[src/rtl/lbs_pkg.sv]
package lbs_pkg;
  typedef enum logic [1:0] {SY_IDLE, SY_BRK, SY_MEAS, SY_DONE} sy_state_t;

  localparam logic [2:0] A_CTRL = 3'd0;
  localparam logic [2:0] A_CFG  = 3'd1;
  localparam logic [2:0] A_TMR  = 3'd2;
  localparam logic [2:0] A_STAT = 3'd3;
  localparam logic [2:0] A_SYNC = 3'd4;

  localparam int C_MODE   = 0;
  localparam int C_POL    = 1;
  localparam int C_GATE   = 2;
  localparam int C_TEST   = 3;
  localparam int C_CMPDIS = 4;
  localparam int C_OVFDIS = 5;
  localparam int C_RISEEN = 6;

  localparam logic [15:0] CTRL_WMASK = 16'h1FFF;
endpackage

[src/rtl/lbs_edge.sv]
module lbs_edge #(
  parameter int STAGES = 2
) (
  input  logic clk,
  input  logic rst,
  input  logic din,
  output logic lvl,
  output logic rise,
  output logic fall
);
  logic [STAGES:0] sh;

  always_ff @(posedge clk) begin
    if (rst) sh <= '1;
    else     sh <= {sh[STAGES-1:0], din};
  end

  assign lvl  = sh[STAGES-1];
  assign rise = sh[STAGES-1] & ~sh[STAGES];
  assign fall = ~sh[STAGES-1] & sh[STAGES];
endmodule

[src/rtl/lbs_break_timer.sv]
module lbs_break_timer #(
  parameter int TW = 16
) (
  input  logic          clk,
  input  logic          rst,
  input  logic          fall,
  input  logic          rise,
  input  logic [TW-1:0] cmp,
  output logic [TW-1:0] cnt,
  output logic          run,
  output logic          cmp_ev,
  output logic          ovf_ev,
  output logic          brk_ev
);
  localparam logic [TW-1:0] MAXV = '1;

  assign cmp_ev = run && (cnt == cmp);
  assign ovf_ev = run && !rise && (cnt == MAXV);
  assign brk_ev = run && rise && (cnt >= cmp);

  always_ff @(posedge clk) begin
    if (rst) begin
      cnt <= '0;
      run <= 1'b0;
    end else if (fall) begin
      cnt <= '0;
      run <= 1'b1;
    end else if (run) begin
      if (rise || cnt == MAXV) run <= 1'b0;
      else                     cnt <= cnt + 1'b1;
    end
  end

  // an idle timer keeps its captured value
  p_cnt_hold_r3: assert property (@(posedge clk) disable iff (rst)
    (!run && !fall) |=> $stable(cnt));
  // overflow stops the timer at its maximum
  p_ovf_stop_r6: assert property (@(posedge clk) disable iff (rst)
    ovf_ev |=> (!run && cnt == MAXV));
endmodule

[src/rtl/lbs_sync_fsm.sv]
module lbs_sync_fsm
  import lbs_pkg::*;
#(
  parameter int SW = 16
) (
  input  logic          clk,
  input  logic          rst,
  input  logic          lin_mode,
  input  logic          pol,
  input  logic [3:0]    nsel,
  input  logic          rise,
  input  logic          fall,
  input  logic          brk_ev,
  output sy_state_t     state,
  output logic [SW-1:0] scnt
);
  localparam logic [SW-1:0] SMAX = '1;

  logic [4:0] ecnt;
  logic [4:0] target;
  logic       sel_edge;

  assign target   = (nsel == 4'd0) ? 5'd16 : {1'b0, nsel};
  assign sel_edge = pol ? rise : fall;

  always_ff @(posedge clk) begin
    if (rst) begin
      state <= SY_IDLE;
      scnt  <= '0;
      ecnt  <= '0;
    end else if (!lin_mode) begin
      state <= SY_IDLE;
    end else if (brk_ev) begin
      state <= SY_BRK;
      scnt  <= '0;
      ecnt  <= '0;
    end else begin
      case (state)
        SY_BRK: if (fall) begin
          state <= SY_MEAS;
          scnt  <= '0;
          ecnt  <= '0;
        end
        SY_MEAS: begin
          if (sel_edge && (ecnt + 5'd1 == target)) begin
            state <= SY_DONE;
          end else begin
            if (sel_edge)      ecnt <= ecnt + 5'd1;
            if (scnt != SMAX)  scnt <= scnt + 1'b1;
          end
        end
        default: ;
      endcase
    end
  end

  // completion is only reached from an active measurement
  p_done_from_meas_r8: assert property (@(posedge clk) disable iff (rst)
    (state == SY_DONE && $past(state) != SY_DONE) |-> $past(state) == SY_MEAS);
  // diagnostic mode parks the detector
  p_diag_idle_r2: assert property (@(posedge clk) disable iff (rst)
    !lin_mode |=> state == SY_IDLE);
endmodule

[src/rtl/lin_break_sync.sv]
module lin_break_sync
  import lbs_pkg::*;
#(
  parameter int TW     = 16,
  parameter int SW     = 16,
  parameter int STAGES = 2
) (
  input  logic        clk,
  input  logic        rst,
  input  logic        wr_en,
  input  logic [2:0]  addr,
  input  logic [15:0] wdata,
  output logic [15:0] rdata,
  input  logic        bus_rx,
  output logic        uart_rx,
  input  logic        uart_txd,
  input  logic        test_txd,
  output logic        test_rxd,
  output logic        xcvr_txd,
  output logic        irq
);
  logic [15:0]   ctrl;
  logic [3:0]    cfg;
  logic [TW-1:0] cmp;
  logic [2:0]    stat;
  logic          lvl, rise, fall;
  logic [TW-1:0] tcnt;
  logic          trun, cmp_ev, ovf_ev, brk_ev;
  sy_state_t     st;
  logic [SW-1:0] scnt;
  logic [2:0]    clr, set, mask;
  logic          wr_stat;

  lbs_edge #(.STAGES(STAGES)) u_edge (
    .clk(clk), .rst(rst), .din(bus_rx), .lvl(lvl), .rise(rise), .fall(fall));

  lbs_break_timer #(.TW(TW)) u_tmr (
    .clk(clk), .rst(rst), .fall(fall), .rise(rise), .cmp(cmp),
    .cnt(tcnt), .run(trun), .cmp_ev(cmp_ev), .ovf_ev(ovf_ev), .brk_ev(brk_ev));

  lbs_sync_fsm #(.SW(SW)) u_sync (
    .clk(clk), .rst(rst), .lin_mode(!ctrl[C_MODE]), .pol(ctrl[C_POL]),
    .nsel(cfg), .rise(rise), .fall(fall), .brk_ev(brk_ev),
    .state(st), .scnt(scnt));

  assign wr_stat = wr_en && (addr == A_STAT);
  assign clr  = wr_stat ? wdata[2:0] : 3'b000;
  assign set  = {ovf_ev, cmp_ev, rise & ctrl[C_RISEEN]};
  assign mask = {~ctrl[C_OVFDIS], ~ctrl[C_CMPDIS], ctrl[C_RISEEN]};

  always_ff @(posedge clk) begin
    if (rst) begin
      ctrl <= '0;
      cfg  <= '0;
      cmp  <= '0;
      stat <= '0;
    end else begin
      stat <= (stat & ~clr) | set;
      if (wr_en) begin
        case (addr)
          A_CTRL: ctrl <= wdata & CTRL_WMASK;
          A_CFG:  cfg  <= wdata[3:0];
          A_TMR:  cmp  <= wdata[TW-1:0];
          default: ;
        endcase
      end
    end
  end

  always_ff @(posedge clk) begin
    if (rst) begin
      rdata    <= '0;
      irq      <= 1'b0;
      uart_rx  <= 1'b1;
      xcvr_txd <= 1'b1;
      test_rxd <= 1'b1;
    end else begin
      irq      <= |(stat & mask);
      uart_rx  <= ctrl[C_TEST] ? 1'b1 :
                  (ctrl[C_GATE] && st != SY_DONE) ? 1'b1 : lvl;
      xcvr_txd <= ctrl[C_TEST] ? test_txd : uart_txd;
      test_rxd <= ctrl[C_TEST] ? bus_rx : 1'b1;
      case (addr)
        A_CTRL:  rdata <= ctrl;
        A_CFG:   rdata <= {12'h000, cfg};
        A_TMR:   rdata <= 16'(tcnt);
        A_STAT:  rdata <= {11'h000, (st == SY_BRK || st == SY_MEAS),
                           (st == SY_DONE), stat};
        A_SYNC:  rdata <= 16'(scnt);
        default: rdata <= '0;
      endcase
    end
  end

  // gate closed means the UART sees idle
  p_gate_high_r7: assert property (@(posedge clk) disable iff (rst)
    (ctrl[C_GATE] && st != SY_DONE) |=> uart_rx);
  // no pending status, no interrupt next cycle
  p_irq_quiet_r11: assert property (@(posedge clk) disable iff (rst)
    (stat == 3'b000) |=> !irq);
  // test pin idles high outside test mode
  p_test_rx_idle_r10: assert property (@(posedge clk) disable iff (rst)
    !ctrl[C_TEST] |=> test_rxd);
  // rising-edge status cannot appear while its enable is off
  p_rise_masked_r4: assert property (@(posedge clk) disable iff (rst)
    (!ctrl[C_RISEEN] && !stat[0]) |=> !stat[0]);
endmodule

[config.mk]
export PLATFORM = sky130hd
export DESIGN_NAME = lin_break_sync
export DESIGN_NICKNAME = d
export VERILOG_FILES = /design/src/rtl/lbs_pkg.sv /design/src/rtl/lbs_edge.sv /design/src/rtl/lbs_break_timer.sv /design/src/rtl/lbs_sync_fsm.sv /design/src/rtl/lin_break_sync.sv
export SDC_FILE = /design/constraint.sdc
export NUM_CORES = 1
export LEC_CHECK = 0
export BUFFER_PORTS_ARGS = -buffer_cell sky130_fd_sc_hd__buf_2
export CORE_ASPECT_RATIO = 1.4
export CORE_MARGIN = 2
export CORE_UTILIZATION = 55
export CTS_BUF_LIST = sky130_fd_sc_hd__clkbuf_8
export DETAILED_ROUTE_END_ITERATION = 8
export PLACE_DENSITY = 0.72
export SLEW_MARGIN = 20
export SYNTH_ARGS = -nofsm -noshare
export SYNTH_HDL_FRONTEND = slang
export SYNTH_HIERARCHICAL = 1
export SYNTH_SLANG_ARGS = --single-unit
[constraint.sdc]
create_clock -name clk -period 4.04 [get_ports clk]
set_input_delay 0.404 -clock clk [delete_from_list [all_inputs] [get_ports clk]]
set_output_delay 0.404 -clock clk [all_outputs]
set_load 0.03 [all_outputs]
; ---- Yosys cells after proc, flatten, opt, wreduce, memory -nomap -nowiden
; Index checks and enable logic that the tools add are counted.
[classes]
addsub = 3
reduce_logical = 29
magnitude_cmp = 1
n_eq_ne = 19
mux = 22
bitwise_logic = 14
[op_table]
columns = cell, n
row1 = 16-bit one-hot mux with 5 select lines, 1
row2 = 16-bit two-way mux, 4
row3 = "16-bit by 1-bit adder with 16-bit output, second input constant", 2
row4 = 16-bit one-hot mux with 2 select lines, 1
row5 = 5-bit two-way mux, 5
row6 = 16-bit equality test, 1
row7 = "16-bit equality test, second input constant", 1
row8 = 16-bit >= comparator, 1
row9 = "16-bit != test, second input constant", 1
row10 = "3-bit by 2-bit != test with 1-bit output, second input constant", 4
row11 = 5-bit one-hot mux with 2 select lines, 1
row12 = 5-bit AND reduction, 2
row13 = 3-bit OR reduction, 3
row14 = 1-bit logical AND, 8
row15 = 2-bit AND reduction, 4
row16 = 1-bit inverter, 7
row17 = 3-bit bitwise AND, 2
row18 = "3-bit by 2-bit equality test with 1-bit output, second input constant", 2
row19 = 1-bit two-way mux, 6
row20 = 3-bit AND reduction, 2
row21 = 2-bit OR reduction, 3
row22 = "5-bit by 1-bit adder with 5-bit output, second input constant", 1
row23 = 5-bit equality test, 1
row24 = "2-bit equality test, second input constant", 2
row25 = other kinds (18), 23
[totals]
register_bits = 99
out_inout_bits = 20
in_bits = 25

; ---- Longest topological paths before layout
[logic_depth]
depth_word = 7
ltp_mapped = 12
mapped_depth_nobuf = 11

; ---- Hierarchy
; The synthesis kept the hierarchy.
[by_module_without_submodules]
columns = mod, instances, area_each_um2, cells_per_inst
row1 = lin_break_sync, 1, 2371.0, 276
row2 = lbs_sync_fsm, 1, 1463.9, 175
row3 = lbs_break_timer, 1, 1277.5, 155
row4 = lbs_edge, 1, 92.6, 8

; ---- Worst setup path before layout
; Ideal clock, no wire load.
[synth_timing]
kind = register to register
from = reg u_tmr.cnt[13]
to = reg u_sync.scnt[12]
t_required_ns = 3.906
synth_period_minus_slack_ns = 3.237
path_stages_with_launch = 12
n_path_buf = 2
arrival_ns = 3.103
setup_slack_ns = 0.803
path_cell_list = dfxtp_1 ha_1 nand4_1 nor4_1 nor4b_1 o311a_1 clkbuf_1 o31ai_1 a41oi_1 a2bb2oi_1 clkbuf_1 a31oi_1
[synth_via]
elab_chain_len = 4
word_cells_on_any_way = 8
classes_between = order compare (1) / eq/ne (3) / mux (1) / reduce/logical (3)
[synth_lines]
columns = element, line_no
row1 = start: declaration, lbs_break_timer.sv:9  ; output logic [TW-1:0] cnt,
row2 = start signal: assignment, lbs_break_timer.sv:30  ; else cnt <= cnt + 1'b1;
row3 = 16-bit >= comparator (*), lbs_break_timer.sv:19  ; assign brk_ev = run && rise && (cnt >= cmp);
row4 = 1-bit logical AND (*), lbs_break_timer.sv:19
row5 = via brk_ev, lin_break_sync.sv:28  ; logic trun, cmp_ev, ovf_ev, brk_ev;
row6 = 3-bit by 2-bit != test with 1-bit output (no line) (tied with other cells), -
row7 = 5-bit AND reduction (no line), -
row8 = end signal: assignment, lbs_sync_fsm.sv:49  ; if (scnt != SMAX) scnt <= scnt + 1'b1;
row9 = end: declaration, lbs_sync_fsm.sv:15  ; output logic [SW-1:0] scnt
; Mark *: on every way through the listed nets, which the timed path passes. The rest lies on a longest branch.
; A chain may end at the register's enable or synchronous reset.

; ---- Worst setup path in the final report
[layout_timing]
from = reg u_tmr.cnt[0]
to = reg u_sync.scnt[6]
; The elaborated chain is that of the path after synthesis.

==> reports/metrics.cfg <==
[run_status]
outcome=finished clean

[clock_network]
cts-htree-levels=3
cts_buffers=9
root_buffer=clkbuf_8
insertion_delay_ns=0.36
path_clk_slew_ns=0.09
ctsLongestPathBuffers=2
cts_sinks=99
tritoncts=built

[layout]
seq_area_um2=1980
n_fill_cell=843
final_cell_mix=dfxtp_1, nand2_1, a21oi_1, buf_2, inv_1
diodes=0
syn2layout_area_growth_pct=8.15
nNetsFinal=693
drive_gt1_share_pct=14.0
layout_commonest_cell=dfxtp_1
multiInputGateArea_um2=2930

[timing]
fin_tns_setup_ns=0
setup_viol=0
worst_pin_slew_ns=1.06
hold_violations=0
relSlewSlack_pct=28.2
timing.final.max_slew_violations=0
rsz0062_at_grt=no
fin_skew_ns=0.0110
min_period_ns=3.66
fmax_mhz=273
period_share_pct=90.7

[yosys]
syn-num-nets=659
yosysSeqAreaShare_pct=38.1
synth_edf_count=0
ys_ff_latch=99
yosysUniqueCellTypes=73
synth_top_flop_cell=dfxtp_1
syn_area_per_cell_um2=8.48
yosys.area_share.simple_pct=26.4
synth_fa_ha_area_share_pct=4.81
synthMuxAreaShare_pct=4.62
async_flop_share_pct=0
yosys_warnings=6
synth_top_family_by_area=simple AND/OR/NAND/NOR gates
netlist_area_um2=5200
synth_compound_area_share_pct=18.2
syn_inst=614
synth-xor-area-share_pct=2.14

[drt]
totalWireLength_um=14100
drc_errors=0
ant_nets=0
wl_per_cell_um=18.5
first_pass_iters=5
avgViaCountPerCell=6.22
dr_total_vias=4740
drt_iter0_drc=349

[placement]
port_buffers=44
post-dp-hpwl_um=10500
place_congestion=0.902

[global_route]
overflow=0
grt_max_degree=48
first_global_vias=4556
grtUsageTotal_pct=27.6
grt_pass1_wl_um=22300
grt_antenna_before_repair=0

[hold_path]
min_path_type=in -> reg
hp-start=bus_rx

[pwr]
peakVddDrop_mv=0.194
power_density_nw_per_um2=297
power_uw=1670
p_leak_uw=0.00202

[floorplanning]
die_w_um=86.2
start_util_pct=55.6
die_h_um=119
dieArea_um2=10300
fp-row-count=42
core_area_um2=9350
ioPinCount=45

[critical_path]
cp.buffers_inverters=2
worstSetupPathType=reg -> reg
cp_slowest_cell=o31ai_1
path_cells=inv_1, ha_1, nand2b_1, a2111oi_0, nor4b_1, o311a_1, o31ai_1, a41oi_1, buf_4, o21a_1, a32o_1
worst_r2r_startpoint=u_tmr/cnt[0]
end_kind=flip-flop
worstSetupStartpointType=flip-flop
crit_family=compound AO/OA/AOI/OAI gates
arrival_ns=3.93
crit_required_ns=4.30
path_max_fanout=17
cpPeakStageDelay_ns=0.55
critPathLaunch=u_tmr/cnt[0]

[run]
drv_cap=0

-- registers in the layout (all words and copies together), names as in the netlist --
register and cells:
irq 1, cmp 16, ctrl 13, stat 3, rdata 16, u_tmr/run 1, uart_rx 1, test_rxd 1
u_sync/scnt 16, u_sync/ecnt 5, u_edge/sh 3, xcvr_txd 1, cfg 4, u_tmr/cnt 16, u_sync/state 2
-- worst register-to-register path, delay by kind of cell (launching register included) --
family	cells	cell delay [ns]
buffers and inverters	2	0.39
DFF	1	0.42
and+or+nand+nor	2	0.29
adders and majority gates	1	0.30
AOI/OAI and AO/OA	6	2.18
-- where the power goes --
| part | switching [µW] | internal (µW) |
|---|---|---|
| sequential | 8.17 | 987 |
| clock | 323 | 230 |
| combinational | 83.4 | 41.9 |
-- per-stage QoR --
| step | setup WS, ns | cells | hold slack (ns) | area [µm²] | utilization [%] |
|---|---|---|---|---|---|
| floorplan | 0.803 | 614 | 0.385 | 5200 | - |
| global placement | 0.509 | 747 | 0.388 | 5460 | 58.4 |
| detailed placement | 0.319 | 747 | 0.399 | 5460 | 58.4 |
| CTS | 0.308 | 762 | 0.220 | 5620 | 60.1 |
| global route | 0.165 | 762 | 0.245 | 5630 | 60.2 |
| finish | 0.376 | 762 | 0.236 | 5630 | 60.2 |
-- cells by family (layout without fill, tap and decap cells) --
logic type | after synthesis | count (layout)
AOI/OAI and AO/OA | 143 | 143
xor gates and xnor gates | 11 | 11
buffers and inverters | 63 | 101
adders and majority gates | 20 | 20
muxes | 24 | 24
and+or+nand+nor | 254 | 254
DFF | 99 | 99
-- timing repair --
action                     CTS  global route
setup buffers                0             0
resized for setup            0             1
setup endpoints to repair    0             7
hold buffers                 0             0
-- Yosys cell counts, types with 10 or more instances --
master    instances  area share [%]
a21oi_1          66             6.3
a31oi_1          13             1.6
clkbuf_1         14             1.0
dfxtp_1          99              38
ha_1             20             4.8
inv_1            31             2.2
mux2i_1          24             4.6
nand2_1          95             6.9
nand3_1          19             1.8
nor2_1           31             2.2
nor4_1           11             1.3
or2_2            10             1.2
-- path summary, 6_finish.rpt --
| path | endpoint | slack (ns) | cells after the start |
|---|---|---|---|
| setup / recovery | u_sync/scnt[6] | 0.38 | 11 |
| hold / removal | test_rxd | 0.24 | 3 |
| setup reg to reg | u_sync/scnt[6] | 0.38 | 11 |
| hold reg to reg | u_edge/sh[1] | 0.42 | 1 |
-- layout make-up --
cell class / instances / area share, %
Timing Repair Buffer: 55 / 5.38
Clock buffer: 10 / 2.44
Inverter: 31 / 2.07
Multi-Input combinational cell: 452 / 52.0
Clock inverter: 5 / 0.422
Tap cell: 110 / 2.44
Sequential cell: 99 / 35.2
-- per-layer routing --
| metal | vias up | global-route usage [%] | share of wire [%] |
|---|---|---|---|
| met5 | - | 0 | 0 |
| met2 | 153 | 48.0 | 51 |
| met4 | 0 | 15.0 | 4.3 |
| met3 | 44 | 4.16 | 4.7 |
| li1 | 2274 | - | - |
| met1 | 2269 | 32.0 | 40 |
Power figures use the tool's default switching activity.
